### config.mk
export PLATFORM = sky130hd
export DESIGN_NAME = dirn_home_ctrl
export DESIGN_NICKNAME = d
export VERILOG_FILES = /design/src/rtl/dirn_pkg.sv /design/src/rtl/dirn_entry_store.sv /design/src/rtl/dirn_inval_seq.sv /design/src/rtl/dirn_home_ctrl.sv
export SDC_FILE = /design/constraint.sdc
export NUM_CORES = 1
export LEC_CHECK = 0
export CAP_MARGIN = 10
export CORE_MARGIN = 2
export CORE_UTILIZATION = 47
export DETAILED_ROUTE_END_ITERATION = 10
export DONT_BUFFER_PORTS = 1
export HOLD_SLACK_MARGIN = 0.02
export SLEW_MARGIN = 15
export SYNTH_ARGS = -nofsm -noshare
export SYNTH_HDL_FRONTEND = slang
export SYNTH_SLANG_ARGS = --single-unit
### constraint.sdc
create_clock -name clk -period 3.6 [get_ports clk]
set_input_delay 0.72 -clock clk [delete_from_list [all_inputs] [get_ports clk]]
set_output_delay 0.72 -clock clk [all_outputs]
set_load 0.005 [all_outputs]
### src/rtl/dirn_pkg.sv
package dirn_pkg;

  typedef enum logic [1:0] {
    OP_READ  = 2'd0,
    OP_WRITE = 2'd1,
    OP_WBACK = 2'd2,
    OP_RSVD  = 2'd3
  } req_op_e;

  typedef enum logic [1:0] {
    MK_NONE       = 2'd0,
    MK_RECALL_SH  = 2'd1,
    MK_RECALL_INV = 2'd2,
    MK_INVAL      = 2'd3
  } msg_kind_e;

  // index of the lowest set bit (0 when none)
  function automatic int unsigned lowest_set(input logic [31:0] v);
    int unsigned idx;
    idx = 0;
    for (int k = 31; k >= 0; k--) begin
      if (v[k]) idx = k;
    end
    return idx;
  endfunction

  function automatic int unsigned count_ones(input logic [31:0] v);
    int unsigned n;
    n = 0;
    for (int k = 0; k < 32; k++) n += v[k];
    return n;
  endfunction

endpackage

### src/rtl/dirn_entry_store.sv
module dirn_entry_store
  import dirn_pkg::*;
#(
  parameter int NBLK  = 8,
  parameter int NPROC = 4,
  localparam int AW   = (NBLK > 1) ? $clog2(NBLK) : 1
) (
  input  logic             clk,
  input  logic             rst_n,
  input  logic [AW-1:0]    rd_addr,
  output logic [NPROC-1:0] rd_pres,
  output logic             rd_dirty,
  input  logic             wr_en,
  input  logic [AW-1:0]    wr_addr,
  input  logic [NPROC-1:0] wr_pres,
  input  logic             wr_dirty
);

  logic [NPROC-1:0] pres_all  [NBLK];
  logic             dirty_all [NBLK];

  for (genvar b = 0; b < NBLK; b++) begin : g_entry
    logic [NPROC-1:0] pres_r;
    logic             dirty_r;
    wire              hit = wr_en && (wr_addr == AW'(b));

    always_ff @(posedge clk) begin
      if (!rst_n) begin
        pres_r  <= '0;
        dirty_r <= 1'b0;
      end else if (hit) begin
        pres_r  <= wr_pres;
        dirty_r <= wr_dirty;
      end
    end

    assign pres_all[b]  = pres_r;
    assign dirty_all[b] = dirty_r;
  end

  assign rd_pres  = pres_all[rd_addr];
  assign rd_dirty = dirty_all[rd_addr];

  // a dirty entry always names exactly one holder
  assert_dirty_single_holder_R6: assert property (@(posedge clk) disable iff (!rst_n)
    (wr_en && wr_dirty) |-> $onehot(wr_pres))
    else $error("dirty entry written with presence not one-hot");

endmodule

### src/rtl/dirn_inval_seq.sv
module dirn_inval_seq
  import dirn_pkg::*;
#(
  parameter int NPROC = 4,
  localparam int PW   = (NPROC > 1) ? $clog2(NPROC) : 1,
  localparam int CW   = $clog2(NPROC + 1)
) (
  input  logic             clk,
  input  logic             rst_n,
  input  logic             start,
  input  logic [NPROC-1:0] target,
  input  logic             ack_in,
  output logic             send_valid,
  output logic [PW-1:0]    send_dst,
  output logic             all_acked,
  output logic             pending
);

  logic [NPROC-1:0] remain_q;
  logic [NPROC-1:0] low_bit;
  logic [CW-1:0]    sent_q;
  logic [CW-1:0]    acked_q;

  assign low_bit    = remain_q & (~remain_q + NPROC'(1));
  assign send_valid = |remain_q;
  assign send_dst   = PW'(lowest_set(32'(remain_q)));
  assign all_acked  = !send_valid && (acked_q == sent_q);
  assign pending    = !all_acked;

  always_ff @(posedge clk) begin
    if (!rst_n) begin
      remain_q <= '0;
      sent_q   <= '0;
      acked_q  <= '0;
    end else if (start) begin
      remain_q <= target;
      sent_q   <= '0;
      acked_q  <= '0;
    end else begin
      if (send_valid) begin
        remain_q <= remain_q & ~low_bit;
        sent_q   <= sent_q + CW'(1);
      end
      if (ack_in) acked_q <= acked_q + CW'(1);
    end
  end

  assert_ack_not_ahead_R5: assert property (@(posedge clk) disable iff (!rst_n)
    acked_q <= sent_q)
    else $error("more invalidate acknowledgements than invalidates");

endmodule

### src/rtl/dirn_home_ctrl.sv
module dirn_home_ctrl
  import dirn_pkg::*;
#(
  parameter int NPROC  = 4,
  parameter int NBLK   = 8,
  parameter int DATA_W = 16,
  localparam int PW    = (NPROC > 1) ? $clog2(NPROC) : 1,
  localparam int AW    = (NBLK > 1) ? $clog2(NBLK) : 1
) (
  input  logic              clk,
  input  logic              rst_n,
  input  logic              req_valid,
  output logic              req_ready,
  input  logic [1:0]        req_op,
  input  logic [PW-1:0]     req_src,
  input  logic [AW-1:0]     req_addr,
  input  logic [DATA_W-1:0] req_data,
  output logic              msg_valid,
  output logic [1:0]        msg_kind,
  output logic [PW-1:0]     msg_dst,
  output logic [AW-1:0]     msg_addr,
  input  logic              ack_valid,
  input  logic [DATA_W-1:0] ack_data,
  output logic              mem_en,
  output logic              mem_we,
  output logic [AW-1:0]     mem_addr,
  output logic [DATA_W-1:0] mem_wdata,
  input  logic [DATA_W-1:0] mem_rdata,
  output logic              reply_valid,
  output logic [PW-1:0]     reply_dst,
  output logic [DATA_W-1:0] reply_data
);

  typedef enum logic [2:0] {
    S_IDLE, S_INV, S_RD, S_RDW, S_RCL_SEND, S_RCL_WAIT, S_WB
  } st_e;

  st_e               st_q, st_d;
  req_op_e           op_q;
  logic [PW-1:0]     src_q;
  logic [AW-1:0]     addr_q;
  logic [DATA_W-1:0] data_q;

  // directory lookup and update
  logic [AW-1:0]     look_addr;
  logic [NPROC-1:0]  ent_pres;
  logic              ent_dirty;
  logic              upd_en;
  logic [NPROC-1:0]  upd_pres;
  logic              upd_dirty;

  // named events
  logic              accept;
  logic              wb_hit;
  logic [NPROC-1:0]  req_bit;
  logic [NPROC-1:0]  src_bit;
  logic [PW-1:0]     owner;
  logic              inv_start;
  logic [NPROC-1:0]  inv_target;
  logic              inv_send;
  logic [PW-1:0]     inv_dst;
  logic              inv_all_acked;
  logic              inv_pending;
  logic              inv_ack;
  msg_kind_e         kind_w;

  assign look_addr  = (st_q == S_IDLE) ? req_addr : addr_q;
  assign accept     = req_valid && (st_q == S_IDLE);
  assign req_bit    = NPROC'(1) << req_src;
  assign src_bit    = NPROC'(1) << src_q;
  assign owner      = PW'(lowest_set(32'(ent_pres)));
  assign wb_hit     = ent_dirty && ent_pres[req_src];
  assign inv_start  = accept && (req_op_e'(req_op) == OP_WRITE) && !ent_dirty;
  assign inv_target = ent_pres & ~req_bit;
  assign inv_ack    = ack_valid && (st_q == S_INV);

  dirn_entry_store #(.NBLK(NBLK), .NPROC(NPROC)) store_i (
    .clk      (clk),
    .rst_n    (rst_n),
    .rd_addr  (look_addr),
    .rd_pres  (ent_pres),
    .rd_dirty (ent_dirty),
    .wr_en    (upd_en),
    .wr_addr  (addr_q),
    .wr_pres  (upd_pres),
    .wr_dirty (upd_dirty)
  );

  dirn_inval_seq #(.NPROC(NPROC)) inval_i (
    .clk        (clk),
    .rst_n      (rst_n),
    .start      (inv_start),
    .target     (inv_target),
    .ack_in     (inv_ack),
    .send_valid (inv_send),
    .send_dst   (inv_dst),
    .all_acked  (inv_all_acked),
    .pending    (inv_pending)
  );

  // sequencing
  always_comb begin
    st_d = st_q;
    unique case (st_q)
      S_IDLE: begin
        if (req_valid) begin
          unique case (req_op_e'(req_op))
            OP_READ:  st_d = ent_dirty ? S_RCL_SEND : S_RD;
            OP_WRITE: st_d = ent_dirty ? S_RCL_SEND : S_INV;
            OP_WBACK: st_d = wb_hit ? S_WB : S_IDLE;
            default:  st_d = S_IDLE;
          endcase
        end
      end
      S_INV:      if (inv_all_acked) st_d = S_RD;
      S_RD:       st_d = S_RDW;
      S_RDW:      st_d = S_IDLE;
      S_RCL_SEND: st_d = S_RCL_WAIT;
      S_RCL_WAIT: if (ack_valid) st_d = S_WB;
      S_WB:       st_d = S_IDLE;
      default:    st_d = S_IDLE;
    endcase
  end

  always_ff @(posedge clk) begin
    if (!rst_n) begin
      st_q   <= S_IDLE;
      op_q   <= OP_READ;
      src_q  <= '0;
      addr_q <= '0;
      data_q <= '0;
    end else begin
      st_q <= st_d;
      if (accept) begin
        op_q   <= req_op_e'(req_op);
        src_q  <= req_src;
        addr_q <= req_addr;
        data_q <= req_data;
      end else if (st_q == S_RCL_WAIT && ack_valid) begin
        data_q <= ack_data;
      end
    end
  end

  // outputs
  assign req_ready = (st_q == S_IDLE);

  always_comb begin
    msg_valid = 1'b0;
    kind_w    = MK_NONE;
    msg_dst   = '0;
    if (st_q == S_INV && inv_send) begin
      msg_valid = 1'b1;
      kind_w    = MK_INVAL;
      msg_dst   = inv_dst;
    end else if (st_q == S_RCL_SEND) begin
      msg_valid = 1'b1;
      kind_w    = (op_q == OP_WRITE) ? MK_RECALL_INV : MK_RECALL_SH;
      msg_dst   = owner;
    end
  end
  assign msg_kind = kind_w;
  assign msg_addr = addr_q;

  assign mem_en    = (st_q == S_RD) || (st_q == S_WB);
  assign mem_we    = (st_q == S_WB);
  assign mem_addr  = addr_q;
  assign mem_wdata = data_q;

  always_comb begin
    reply_valid = 1'b0;
    reply_data  = '0;
    if (st_q == S_RDW) begin
      reply_valid = 1'b1;
      reply_data  = mem_rdata;
    end else if (st_q == S_WB && op_q != OP_WBACK) begin
      reply_valid = 1'b1;
      reply_data  = data_q;
    end
  end
  assign reply_dst = src_q;

  // entry update at the closing cycle of a transaction
  always_comb begin
    upd_en    = (st_q == S_RDW) || (st_q == S_WB);
    upd_pres  = ent_pres;
    upd_dirty = ent_dirty;
    unique case (op_q)
      OP_READ:  begin upd_pres = ent_pres | src_bit; upd_dirty = 1'b0; end
      OP_WRITE: begin upd_pres = src_bit;            upd_dirty = 1'b1; end
      OP_WBACK: begin upd_pres = '0;                 upd_dirty = 1'b0; end
      default:  begin upd_pres = ent_pres;           upd_dirty = ent_dirty; end
    endcase
  end

  // checks next to the logic they guard
  assert_inval_skips_requester_R4: assert property (@(posedge clk) disable iff (!rst_n)
    (msg_valid && msg_kind == MK_INVAL) |-> (msg_dst != src_q))
    else $error("invalidate aimed at the requester");

  assert_write_reply_after_acks_R5: assert property (@(posedge clk) disable iff (!rst_n)
    (reply_valid && op_q == OP_WRITE) |-> inv_all_acked)
    else $error("write reply before all acknowledgements");

  assert_recall_hits_holder_R3: assert property (@(posedge clk) disable iff (!rst_n)
    (msg_valid && msg_kind != MK_INVAL) |-> (ent_dirty && ent_pres[msg_dst]))
    else $error("recall sent to a non-owner");

  assert_busy_while_inval_R10: assert property (@(posedge clk) disable iff (!rst_n)
    inv_pending |-> !req_ready)
    else $error("ready while invalidation round open");

  assert_reply_not_idle_R10: assert property (@(posedge clk) disable iff (!rst_n)
    (reply_valid || msg_valid) |=> $stable(addr_q) || req_ready)
    else $error("transaction address changed mid-flight");

endmodule

## After elaboration in Yosys (flattened, before gate mapping)

Index checks and enable logic that the tools add are counted.

| cells by class | value |
|---|---|
| mux-type cells | 42 |
| shifts and indexed selects | 2 |
| $add $sub $neg | 3 |
| equality and inequality tests | 22 |
| bitwise logic cells | 9 |
| $lt $le $gt $ge | 2 |
| div/mod/pow operators | 0 |
| reduce and logical (&&, ||, !) cells | 31 |
| multiply operators | 0 |

Operators by type and width:

| kind | number |
|---|---|
| 16-bit 2-to-1 mux | 4 |
| 2-bit 2-to-1 mux | 13 |
| 3-bit equality test, second input constant | 7 |
| 3-bit 2-to-1 mux | 7 |
| 1-bit logical AND | 17 |
| 4-bit 2-to-1 mux | 4 |
| 3-bit one-hot mux with 5 select lines | 1 |
| 4-bit bitwise AND | 3 |
| 4-bit binary-select mux with 3-bit select | 1 |
| 3-bit by 2-bit equality test with 1-bit output, second input constant | 4 |
| 4-bit NOT | 3 |
| 4-bit one-hot mux with 3 select lines | 1 |
| 3-bit one-hot mux with 3 select lines | 1 |
| 2-bit != test, second input constant | 4 |
| 1-bit by 2-bit << shifter with 4-bit output, first input constant | 2 |
| 1-bit 2-to-1 mux | 7 |
| 3-bit by 1-bit adder with 3-bit output, second input constant | 2 |
| 3-bit by 1-bit equality test with 1-bit output, second input constant | 2 |
| 3-bit logical NOT | 2 |
| 4-bit by 1-bit adder with 4-bit output, second input constant | 1 |
| 2-bit by 1-bit equality test with 1-bit output, second input constant | 2 |
| 2-bit equality test, second input constant | 2 |
| 4-bit >= comparator, second input constant | 1 |
| 2-bit logical NOT | 2 |
| 14 further kinds | 18 |

| word-level totals | value |
|---|---|
| memories kept | 0 |
| bits in read-only memories | 0 |
| logic and storage cells | 135 |
| bits in latches | 0 |
| input port bits | 59 |
| register bits after elaboration | 76 |
| RAM bits | 0 |

## Depth between registers and ports, before layout

Gate-level depths: netlist (run 1).

| logic depth | value |
|---|---|
| depth in word-level cells | 13 |
| mapped depth | 10 |
| mapped depth without buffers | 8 |

## By module

Synthesis (run 1) repeated with hierarchy kept, for this count alone.

| second synthesis, totals | value |
|---|---|
| cell total of the unflattened synthesis | 470 |
| area, all modules | 4171.5 µm² |

Modules (own cells, without submodules):

| module | times used | cells an instance | area each (µm²) | sequential area each (µm²) |
|---|---|---|---|---|
| dirn_entry_store | 1 | 161 | 1933.1 | 800.8 |
| dirn_home_ctrl | 1 | 256 | 1760.4 | 520.5 |
| dirn_inval_seq | 1 | 53 | 478.0 | 200.2 |

## Worst setup path before layout (run 1)

Ideal clock, no wire load.

| timing | value |
|---|---|
| path type | input to output |
| from | in req_addr[1] |
| to | out msg_dst[0] |
| stages | 8 |
| path buffers | 1 |
| path slack | 170 ps |
| data arrival time | 2710 ps |
| required time | 2880 ps |
| path through | buf_2 -> or4b_1 -> nand2_1 -> mux4_2 -> mux2_2 -> mux2i_1 -> a21boi_0 -> o32ai_1 |

| on the way | value |
|---|---|
| word-level cells in the longest chain between the ends | 11 |

RTL lines:

| what | RTL line | source |
|---|---|---|
| from (decl) | dirn_home_ctrl.sv:16 | `input logic [AW-1:0] req_addr,` |
| 3-bit 2-to-1 mux (*) | dirn_home_ctrl.sv:67 | `assign look_addr = (st_q == S_IDLE) ? req_addr : addr_q;` |
| 3-bit NOT with 4-bit output (not written as such) (*) | dirn_entry_store.sv:41 | `assign rd_pres = pres_all[rd_addr];` |
| 4-bit binary-select mux with 3-bit select (*) | dirn_entry_store.sv:41 |  |
| 4-bit 2-to-1 mux (not written as such) (*) (2 in series) | dirn_entry_store.sv:41 |  |
| 2-bit 2-to-1 mux (3 in series) | dirn_pkg.sv:22 | `if (v[k]) idx = k;` |
| 2-bit 2-to-1 mux (*) | dirn_pkg.sv:22 |  |
| 2-bit 2-to-1 mux (*) | dirn_home_ctrl.sv:156 | `end else if (st_q == S_RCL_SEND) begin` |
| 2-bit 2-to-1 mux (*) | dirn_home_ctrl.sv:152 | `if (st_q == S_INV && inv_send) begin` |
| to (decl) | dirn_home_ctrl.sv:20 | `output logic [PW-1:0] msg_dst,` |

Mark *: on every way between the ends. The rest lies on a longest branch, timed or not. The select of a mux whose other input is x is not followed.

## Final worst setup path (run 1)

| timing | value |
|---|---|
| from | reg st_q[2] |
| to | out msg_dst[0] |

| on the way | value |
|---|---|
| word-level cells in the longest chain between the ends | 12 |

RTL lines:

| what | RTL line | source |
|---|---|---|
| from (decl) | dirn_home_ctrl.sv:38 | `st_e st_q, st_d;` |
| from (signal assigned) | dirn_home_ctrl.sv:133 | `st_q <= st_d;` |
| 3-bit logical NOT | dirn_home_ctrl.sv:67 |  |
| 3-bit 2-to-1 mux | dirn_home_ctrl.sv:67 |  |
| 3-bit NOT with 4-bit output (not written as such) | dirn_entry_store.sv:41 |  |
| 4-bit binary-select mux with 3-bit select | dirn_entry_store.sv:41 |  |
| 4-bit 2-to-1 mux (not written as such) (2 in series) | dirn_entry_store.sv:41 |  |
| 2-bit 2-to-1 mux (4 in series) | dirn_pkg.sv:22 |  |
| 2-bit 2-to-1 mux | dirn_home_ctrl.sv:156 |  |
| 2-bit 2-to-1 mux (*) | dirn_home_ctrl.sv:152 |  |

Marked as above.

==> impl_metrics.py, run 1 <==
metrics = {
    "yosys": {
        "synthDominantCellAreaShare_pct": 34.2,
        "synthCells": 558,
        "syn_area_per_cell_sq_um": 7.97,
        "synth.net_count": 619,
        "yosys_register_bits": 76,
        "seq_area_frac_synth_pct": 34.2,
        "ys_warn_count": 0,
        "ys_top_cells_by_area": "dfxtp_1 (34%), nand2_1 (11%), mux2i_1 (5.6%)",
        "synth_top_area_cell": "dfxtp_1",
        "synth_edf_count": 0,
        "ys.flop_type": "dfxtp_1",
        "async_reset_ff_share_pct": 0,
        "synth_cell_types": 57,
        "syn_area_sq_um": 4450,
    },
    "worst_setup_path": {
        "crit_path_start_kind": "register",
        "required_ns": 2.88,
        "critPathMaxFanout": 13,
        "endpoint_kind": "primary output",
        "critPathKind": "reg2out",
        "arrival_ns": 2.68,
        "startpoint": "st_q[2]$_SDFFE_PN0P_",
        "reg2reg_from": "st_q[2]$_SDFFE_PN0P_",
    },
    "place": {
        "dpl_worst_slack_ns": 0.291,
        "io_buffers": 0,
        "dp_hpwl_microns": 8600,
        "gp_congestion": 0.924,
    },
    "die": {
        "dieArea_sq_um": 10300,
        "rows": 35,
        "die_h_microns": 101,
        "coreArea_sq_um": 9200,
        "start_util_pct": 48.4,
        "fp.dieW_microns": 101,
        "io_pins": 108,
    },
    "outcome": {
        "outcome": "completed",
    },
    "timing": {
        "fmax_mhz": 294,
        "setup_ws_ns": 0.197,
        "holdWs_ns": 0.477,
        "skew_ns": 0.0100,
        "hold_viol": 0,
        "setup_viol": 0,
        "slew_headroom_pct": 22.9,
        "drv_slew": 0,
        "setup_tns_ns": 0,
        "tightest_slew_ns": 1.15,
        "finalCritPeriodShare_pct": 94.5,
        "period_needed_ns": 3.40,
        "rsz0062_at_grt": "false",
    },
    "power_and_ir_drop": {
        "p_comb_share_pct": 23.6,
        "leakagePower_nw": 2.05,
        "p_seq_share_pct": 40.8,
        "p_total_mw": 2.35,
        "switchingPower_uw": 751,
        "p_int_mw": 1.60,
        "worst_ir_drop_vdd_mv": 0.227,
        "clockPowerShare_pct": 35.6,
        "p_sw_share_pct": 32.0,
        "p_per_area_nw_per_um2": 487,
    },
    "route": {
        "vias_per_cell": 6.12,
        "vias": 4047,
        "antenna_left": 0,
        "drt_iter0_drc": 193,
        "wire_per_inst_microns": 18.1,
        "drt_pre_antenna_iters": 7,
        "drc_errors": 0,
        "drt-total-wl_microns": 12000,
    },
    "grt": {
        "globalRoute.totalOverflow": 0,
        "grt_usage_pct": 23.4,
        "grt_pass1_wl_microns": 18900,
        "antenna_found_initial": 0,
        "grt_pass1_vias": 3746,
        "grt_max_degree": 73,
    },
    "clock_network": {
        "clk_latency_ns": 0.36,
        "clock_sinks": 76,
        "post_cts_buffers": 0,
        "clkTransAtPathRegs_ns": 0.08,
        "clockBufferDepth": 2,
        "clock-root-buffer": "clkbuf_8",
        "cts_made_buffers": 9,
        "cts_tree": "built",
        "cts-htree-levels": 3,
    },
    "cells_and_area": {
        "final_cell_mix": "nand2_1 (132), dfxtp_1 (76), a21oi_1 (46), nor2_1 (27)",
        "n_antenna_cell": 0,
        "mostFrequentLayoutCell": "nand2_1",
        "drive_above_1_share_pct": 12.0,
        "nets": 606,
        "area.growth.synth_to_final_pct": 8.44,
        "fill_cells": 880,
    },
    "hold_path": {
        "min_from": "store_i.g_entry[3].dirty_r$_SDFFE_PN0P_",
        "holdCritPathClass": "reg2reg",
    },
    "flow_run": {
        "max_cap_violations": 0,
    },
}
[area by class of cell]
type | instances | area [sq um] | share of cell area, %
clock buffer | 11 | 151 | 3.14
clock inverter | 5 | 106 | 2.20
inverter | 12 | 50.0 | 1.04
multi-input combinational | 430 | 2740 | 56.7
sequential | 76 | 1520 | 31.5
tap | 111 | 139 | 2.88
timing repair buffer | 16 | 120 | 2.49
[worst paths after layout]
check / slack (ns) / endpoint / cells past startpoint
setup / recovery: 0.20 / msg_dst[0] / 7
hold / removal: 0.48 / store_i.g_entry[3].dirty_r$_SDFFE_PN0P_ / 2
setup reg to reg: 0.56 / inval_i.remain_q[2]$_SDFFE_PN0P_ / 8
hold reg to reg: 0.48 / store_i.g_entry[3].dirty_r$_SDFFE_PN0P_ / 2
[logic make-up after synthesis]
group / count (synthesis) / synth area share (%)
simple gates: 229 / 22.9
fa+ha+maj: 2 / 0.562
xor+xnor: 8 / 1.57
flops: 76 / 34.2
mux: 42 / 12.0
compound gates: 149 / 23.7
buf+inv: 52 / 5.03
[power by group through the flow]
stage,Sequential [mW],Clock (mW),Combinational (mW)
finish,0.958,0.836,0.553
global route,0.969,0.882,0.617
CTS,0.959,0.852,0.534
detailed placement,0.978,0,0.533
global placement,0.978,0,0.524
floorplan,0.950,0,0.448
[state kept, by name (all words and copies together), names as in the netlist]
register,flops
store_i.g_entry.pres_r,32
mem_wdata,16
store_i.g_entry.dirty_r,8
inval_i.remain_q,4
inval_i.acked_q,3
inval_i.sent_q,3
mem_addr,3
st_q,3
op_q,2
reply_dst,2
[Yosys cell counts (all sizes together), types with 6 or more instances]
cell type and instances:
nor2b 7, nand2 132, mux2 9, a21oi 46, o221a 8, xor2 6
nor2 28, dfxtp 76, o21ai 23, o21a 9, mux2i 25, inv 12
o211a 24, a21boi 13, mux4 8, buf 9, nor3 10, nand3 24
clkbuf 31, nand2b 8
[per-stage QoR]
step	cell area [sq um]	instances	util, %
6_report	4820	661	52.5
5_1_grt	4820	661	52.5
4_1_cts	4790	661	52.1
3_5_place_dp	4540	645	49.3
3_3_place_gp	4540	645	49.3
2_1_floorplan	4450	558	-
[worst max-delay path: stages (launching register included)]
cell and delay [ns]:
dfxtp_1 0.43, or4b_1 0.58, nand2_1 0.13, mux4_2 0.30, mux2_2 0.31, mux2i_4 0.22, a21boi_0 0.22, o32ai_1 0.12
[metal layers]
metal	vias up	wire [microns]	share of wire, %	global-route usage, %
li1	1955	-	-	-
met1	1920	5130	43	30.6
met2	151	5810	49	37.7
met3	21	813	6.8	5.38
met4	0	199	1.7	8.52
met5	-	0	0	0
[what timing repair did]
item | CTS | global route
endpoints found under the setup margin | 0 | 2
resized for setup | 0 | 5
endpoints found under the hold margin | 0 | 0
hold buffers | 0 | 0
Power figures use the tool's default switching activity.
==> run 2, diff against run 1 <==
==> constraint.sdc (replaced) <==
create_clock -name clk -period 3.3 [get_ports clk]
set_input_delay 0.66 -clock clk [delete_from_list [all_inputs] [get_ports clk]]
set_output_delay 0.66 -clock clk [all_outputs]
set_load 0.005 [all_outputs]
==> run 2 against run 1 <==
Net effect:
- cell count decreased by 0.15%
- utilization is 0.29 points higher
- combinational power rose by 11%
- sequential share of layout area fell by 0.093 points
- critical path type unchanged
- design area up 0.54%
==> impl_metrics.py, run 2 (synthesis gave the netlist of run 1 again) <==
metrics = {
    "outcome": {
        "outcome": "completed",
    },
    "timing": {
        "setup_viol": 0,
        "period_needed_ns": 3.19,
        "drv_slew": 0,
        "setup_tns_ns": 0,
        "fmax_mhz": 313,
        "skew_ns": 0.0123,
        "setup_ws_ns": 0.110,
        "slew_headroom_pct": 37.0,
        "tightest_slew_ns": 0.943,
        "finalCritPeriodShare_pct": 96.7,
        "hold_viol": 0,
    },
    "hold_path": {
        "min_from": "rst_n",
        "hold_path_depth": 1,
        "min_to": "mem_wdata[9]$_SDFFE_PN0P_",
        "holdCritPathClass": "in2reg",
    },
    "worst_setup_path": {
        "rr_worst_depth": 8,
        "arrival_ns": 2.53,
        "required_ns": 2.64,
        "r2r-end": "store_i.g_entry[7].dirty_r$_SDFFE_PN0P_",
        "reg2reg_from": "st_q[2]$_SDFFE_PN0P_",
        "critPathKind": "reg2out",
        "critPathMaxFanout": 13,
        "endpoint_kind": "primary output",
        "crit_path_start_kind": "register",
        "rrSetupSlack_ns": 0.30,
    },
    "power_and_ir_drop": {
        "leakagePower_nw": 2.05,
        "p_int_mw": 1.87,
        "worst_ir_drop_vdd_mv": 0.281,
        "switchingPower_uw": 816,
        "p_seq_share_pct": 39.3,
        "p_per_area_nw_per_um2": 553,
        "p_sw_share_pct": 30.4,
        "clockPowerShare_pct": 37.8,
        "p_comb_share_pct": 22.9,
    },
    "route": {
        "drt_iter0_drc": 199,
        "vias_per_cell": 6.07,
        "drt_pre_antenna_iters": 5,
        "antenna_left": 0,
        "drt-total-wl_microns": 12100,
        "vias": 4007,
        "wire_per_inst_microns": 18.4,
        "drc_errors": 0,
    },
    "die": {
        "coreArea_sq_um": 9200,
        "rows": 35,
        "fp.dieW_microns": 101,
        "dieArea_sq_um": 10300,
        "start_util_pct": 48.4,
        "die_h_microns": 101,
        "io_pins": 108,
    },
    "grt": {
        "grt_pass1_wl_microns": 19200,
        "grt_max_degree": 73,
        "antenna_found_initial": 0,
        "grt_usage_pct": 23.5,
        "globalRoute.totalOverflow": 0,
        "grt_pass1_vias": 3736,
    },
    "place": {
        "gp_congestion": 0.867,
        "dp_hpwl_microns": 8750,
        "io_buffers": 0,
        "dpl_worst_slack_ns": 0.150,
        "dp_cells": 644,
    },
    "cells_and_area": {
        "mostFrequentLayoutCell": "nand2_1",
        "nets": 605,
        "largest_reg_flops": 32,
        "n_antenna_cell": 0,
        "final_cell_mix": "nand2_1 (131), dfxtp_1 (73), a21oi_1 (46), nor2_1 (27)",
        "drive_above_1_share_pct": 12.6,
        "area.growth.synth_to_final_pct": 9.03,
        "largest_register": "store_i.g_entry.pres_r",
        "instances_no_fill": 660,
    },
    "clock_network": {
        "clk_latency_ns": 0.35,
        "cts_tree": "built",
        "clock-root-buffer": "clkbuf_8",
        "cts-htree-levels": 3,
        "clkTransAtPathRegs_ns": 0.08,
        "cts_made_buffers": 9,
        "clockBufferDepth": 2,
        "clock_sinks": 76,
    },
    "flow_run": {
        "max_cap_violations": 0,
    },
}
==> run 2: changes by cell type in the layout (fill, tap and decap cells not counted), sizes merged <==
cell	delta
buf	-1
bufinv	+2
clkbuf	-1
clkinvlp	-1
==> run 2: layout make-up <==
type                            count  area [sq um]
Clock buffer                       10           128
Clock inverter                      6           159
Fill cell                         845          4350
Inverter                           12          50.0
Multi-Input combinational cell    430          2740
Sequential cell                    76          1530
Tap cell                          111           139
Timing Repair Buffer               15           113
==> run 2: worst max-delay path, cell delays in order, from the launching register on <==
cell	delay [ns]
dfxtp_2	0.40
or4b_4	0.56
nand2_2	0.10
mux4_2	0.29
mux2_2	0.31
mux2i_4	0.20
a21boi_1	0.20
o32ai_1	0.12
==> run 2: how the worst max path moves through the flow <==
stage,cells past startpoint,end,from,slack [ns]
6_report,7,msg_dst[0],st_q[2]$_SDFFE_PN0P_,0.11
5_1_grt,7,msg_dst[0],st_q[2]$_SDFFE_PN0P_,-0.002
4_1_cts,7,msg_dst[0],st_q[2]$_SDFFE_PN0P_,0.02
3_5_place_dp,7,msg_dst[0],req_addr[1],0.15
3_3_place_gp,7,msg_dst[0],req_addr[1],0.23
2_1_floorplan,8,msg_dst[0],req_addr[1],0.06
==> run 2: timing repair <==
action | CTS | global route
buffers inserted | 0 | 0
setup endpoints to repair | 2 | 2
gates resized for setup | 4 | 6
hold buffers | 0 | 0
==> run 2: power by group through the flow <==
stage / clock [mW] / sequential, mW / combinational, mW
after floorplan: 0 / 1.04 / 0.490
after global placement: 0 / 1.07 / 0.584
after detailed placement: 0 / 1.07 / 0.595
after CTS: 1.03 / 1.05 / 0.608
after global routing: 1.07 / 1.06 / 0.684
final: 1.01 / 1.05 / 0.615
==> run 2: metal layers <==
layer	up-vias	share of wire, %	track usage, %
li1	1954	-	-
met1	1908	45	30.6
met2	124	48	39.5
met3	21	4.4	4.83
met4	0	2.0	6.86
met5	-	0	0
==> run 2: stage by stage <==
stage               utilization (%)  area, sq um  total power [mW]  hold WS (ns)
floorplan                         -         4450              1.53         0.444
global placement               49.3         4530              1.65         0.458
detailed placement             49.3         4530              1.67         0.470
CTS                            52.6         4840              2.69         0.426
global route                   52.7         4850              2.81         0.424
finish                         52.7         4850              2.68         0.437
==> run 3, diff against run 2 <==
--- a/config.mk
+++ b/config.mk
@@ -7,7 +7,7 @@
 export LEC_CHECK = 0
 export CAP_MARGIN = 10
 export CORE_MARGIN = 2
-export CORE_UTILIZATION = 47
+export CORE_UTILIZATION = 25
 export DETAILED_ROUTE_END_ITERATION = 10
 export DONT_BUFFER_PORTS = 1
 export HOLD_SLACK_MARGIN = 0.02
==> run 3 against run 2 <==
Net effect:
- cell count increased by 19%
- flip-flop and latch count did not move
- worst setup slack better by 0.045 ns
- die area up 84%
- design area up 5.2%
- via count hardly changed
- register-to-register slack improved by 0.03 ns
==> impl_metrics.py, run 3 (synthesis gave the netlist of run 1 again) <==
metrics = {
    "outcome": {
        "outcome": "completed",
    },
    "route": {
        "vias": 4004,
        "vias_per_cell": 5.09,
        "wire_per_inst_microns": 16.8,
        "drt_iter0_drc": 221,
        "antenna_left": 0,
        "drt_pre_antenna_iters": 5,
        "drc_errors": 0,
        "drt-total-wl_microns": 13200,
    },
    "timing": {
        "hold_viol": 0,
        "tightest_slew_ns": 0.971,
        "finalCritPeriodShare_pct": 95.3,
        "slew_headroom_pct": 35.1,
        "fmax_mhz": 318,
        "rsz0062_at_grt": "false",
        "skew_ns": 0.00519,
        "period_needed_ns": 3.14,
        "setup_tns_ns": 0,
        "drv_slew": 0,
        "holdWs_ns": 0.451,
        "setup_viol": 0,
    },
    "grt": {
        "grt_max_degree": 73,
        "antenna_found_initial": 0,
        "grt_pass1_wl_microns": 20300,
        "grt_pass1_vias": 3712,
        "globalRoute.totalOverflow": 0,
        "grt_usage_pct": 14.1,
    },
    "worst_setup_path": {
        "crit_chain": "or4b_4, and2_2, mux2_1, o2bb2ai_1, buf_4, nor2_1, nor2_1, o22ai_2",
        "worst_path_most_repeated_cell": "nor2_1",
        "required_ns": 2.64,
        "critPathKind": "reg2out",
        "critPathMaxFanout": 9,
        "startpoint": "st_q[1]$_SDFFE_PN0P_",
        "arrival_ns": 2.48,
        "cp_slowest_cell": "or4b_4",
        "cp_slowest_stage_delay_ns": 0.54,
        "crit_path_start_kind": "register",
        "endpoint_kind": "primary output",
        "reg2reg_from": "st_q[1]$_SDFFE_PN0P_",
    },
    "die": {
        "fp.dieW_microns": 137,
        "coreArea_sq_um": 17400,
        "start_util_pct": 25.6,
        "die_h_microns": 137,
        "io_pins": 108,
        "dieArea_sq_um": 18900,
        "rows": 48,
    },
    "place": {
        "io_buffers": 0,
        "dp_hpwl_microns": 9570,
        "gp_congestion": 0.906,
    },
    "hold_path": {
        "holdCritPathClass": "in2reg",
        "min_from": "rst_n",
    },
    "clock_network": {
        "clk_latency_ns": 0.35,
        "cts-htree-levels": 3,
        "cts_tree": "built",
        "clock_sinks": 76,
        "clockBufferDepth": 2,
        "post_cts_buffers": 0,
        "cts_made_buffers": 9,
        "clkTransAtPathRegs_ns": 0.06,
        "hold_buffers": 0,
        "clock-root-buffer": "clkbuf_16",
    },
    "cells_and_area": {
        "drive_above_1_share_pct": 14.3,
        "n_antenna_cell": 0,
        "largest_reg_flops": 32,
        "mostFrequentLayoutCell": "nand2_1",
        "largest_register": "store_i.g_entry.pres_r",
        "nets": 617,
        "final_cell_mix": "nand2_1 (131), dfxtp_1 (75), a21oi_1 (46), nor2_1 (27), buf_4 (27)",
        "area.growth.synth_to_final_pct": 14.7,
    },
    "power_and_ir_drop": {
        "p_comb_share_pct": 24.3,
        "leakagePower_nw": 2.13,
        "p_int_mw": 1.83,
        "worst_ir_drop_vdd_mv": 0.237,
        "p_total_mw": 2.69,
        "clockPowerShare_pct": 36.9,
        "switchingPower_uw": 859,
        "p_sw_share_pct": 31.9,
        "p_per_area_nw_per_um2": 528,
        "p_seq_share_pct": 38.8,
    },
    "flow_run": {
        "max_cap_violations": 0,
    },
}
==> run 3: changes by cell type in the layout (fill, tap and decap cells not counted), moves of 2 or more <==
cell	delta
clkbuf_16	+9
bufinv_16	-5
clkbuf_8	-4
buf_4	+12
dfxtp_1	+2
dfxtp_2	-2
==> run 3: cell type report <==
class | count | area, sq um
Multi-Input combinational cell | 430 | 2740
Inverter | 12 | 50.0
Clock buffer | 16 | 302
Sequential cell | 76 | 1520
Timing Repair Buffer | 27 | 203
Fill cell | 1838 | 12300
Tap cell | 225 | 282
==> run 3: path summary, 6_finish.rpt <==
path / endpoint / slack [ns] / cells after the start
hold / removal: mem_wdata[15]$_SDFFE_PN0P_ / 0.45 / 1
setup reg to reg: inval_i.remain_q[2]$_SDFFE_PN0P_ / 0.33 / 8
hold reg to reg: store_i.g_entry[5].dirty_r$_SDFFE_PN0P_ / 0.48 / 2
setup / recovery: msg_dst[1] / 0.16 / 8
==> run 3: power groups by stage <==
stage	registers [mW]	logic (mW)	clock network [mW]
3_5_place_dp	1.06	0.634	0
2_1_floorplan	1.04	0.490	0
5_1_grt	1.05	0.720	1.05
4_1_cts	1.04	0.636	1.02
3_3_place_gp	1.06	0.631	0
6_report	1.04	0.654	0.993
==> run 3: repair_timing <==
item	CTS	global route
gates resized for setup	0	9
endpoints found under the setup margin	0	2
endpoints found under the hold margin	0	0
==> run 3: routing by layer <==
metal	part of all wire [%]	global-route usage (%)	vias up	wire, microns
li1	-	-	1976	-
met1	45	18.6	1864	5910
met2	47	22.7	152	6190
met3	7.0	3.61	12	918
met4	1.1	4.18	0	146
met5	0	0	-	0
==> run 3: per-stage QoR <==
step / util, % / cells / instance area (sq um) / worst slack, ns
3_3_place_gp: 27.5 / 770 / 4760 / 0.239
4_1_cts: 29.2 / 786 / 5070 / 0.0146
6_report: 29.4 / 786 / 5100 / 0.156
3_5_place_dp: 27.5 / 770 / 4760 / 0.202
5_1_grt: 29.4 / 786 / 5100 / 0.0205
2_1_floorplan: - / 558 / 4450 / 0.0560
==> run 3: worst max-delay path, delay by kind of cell (launching register included) <==
kind	cells	cell delay, ns
buffers and inverters	1	0.15
muxes	1	0.32
AOI/OAI and AO/OA	2	0.32
and+or+nand+nor	4	0.99
DFF	1	0.37
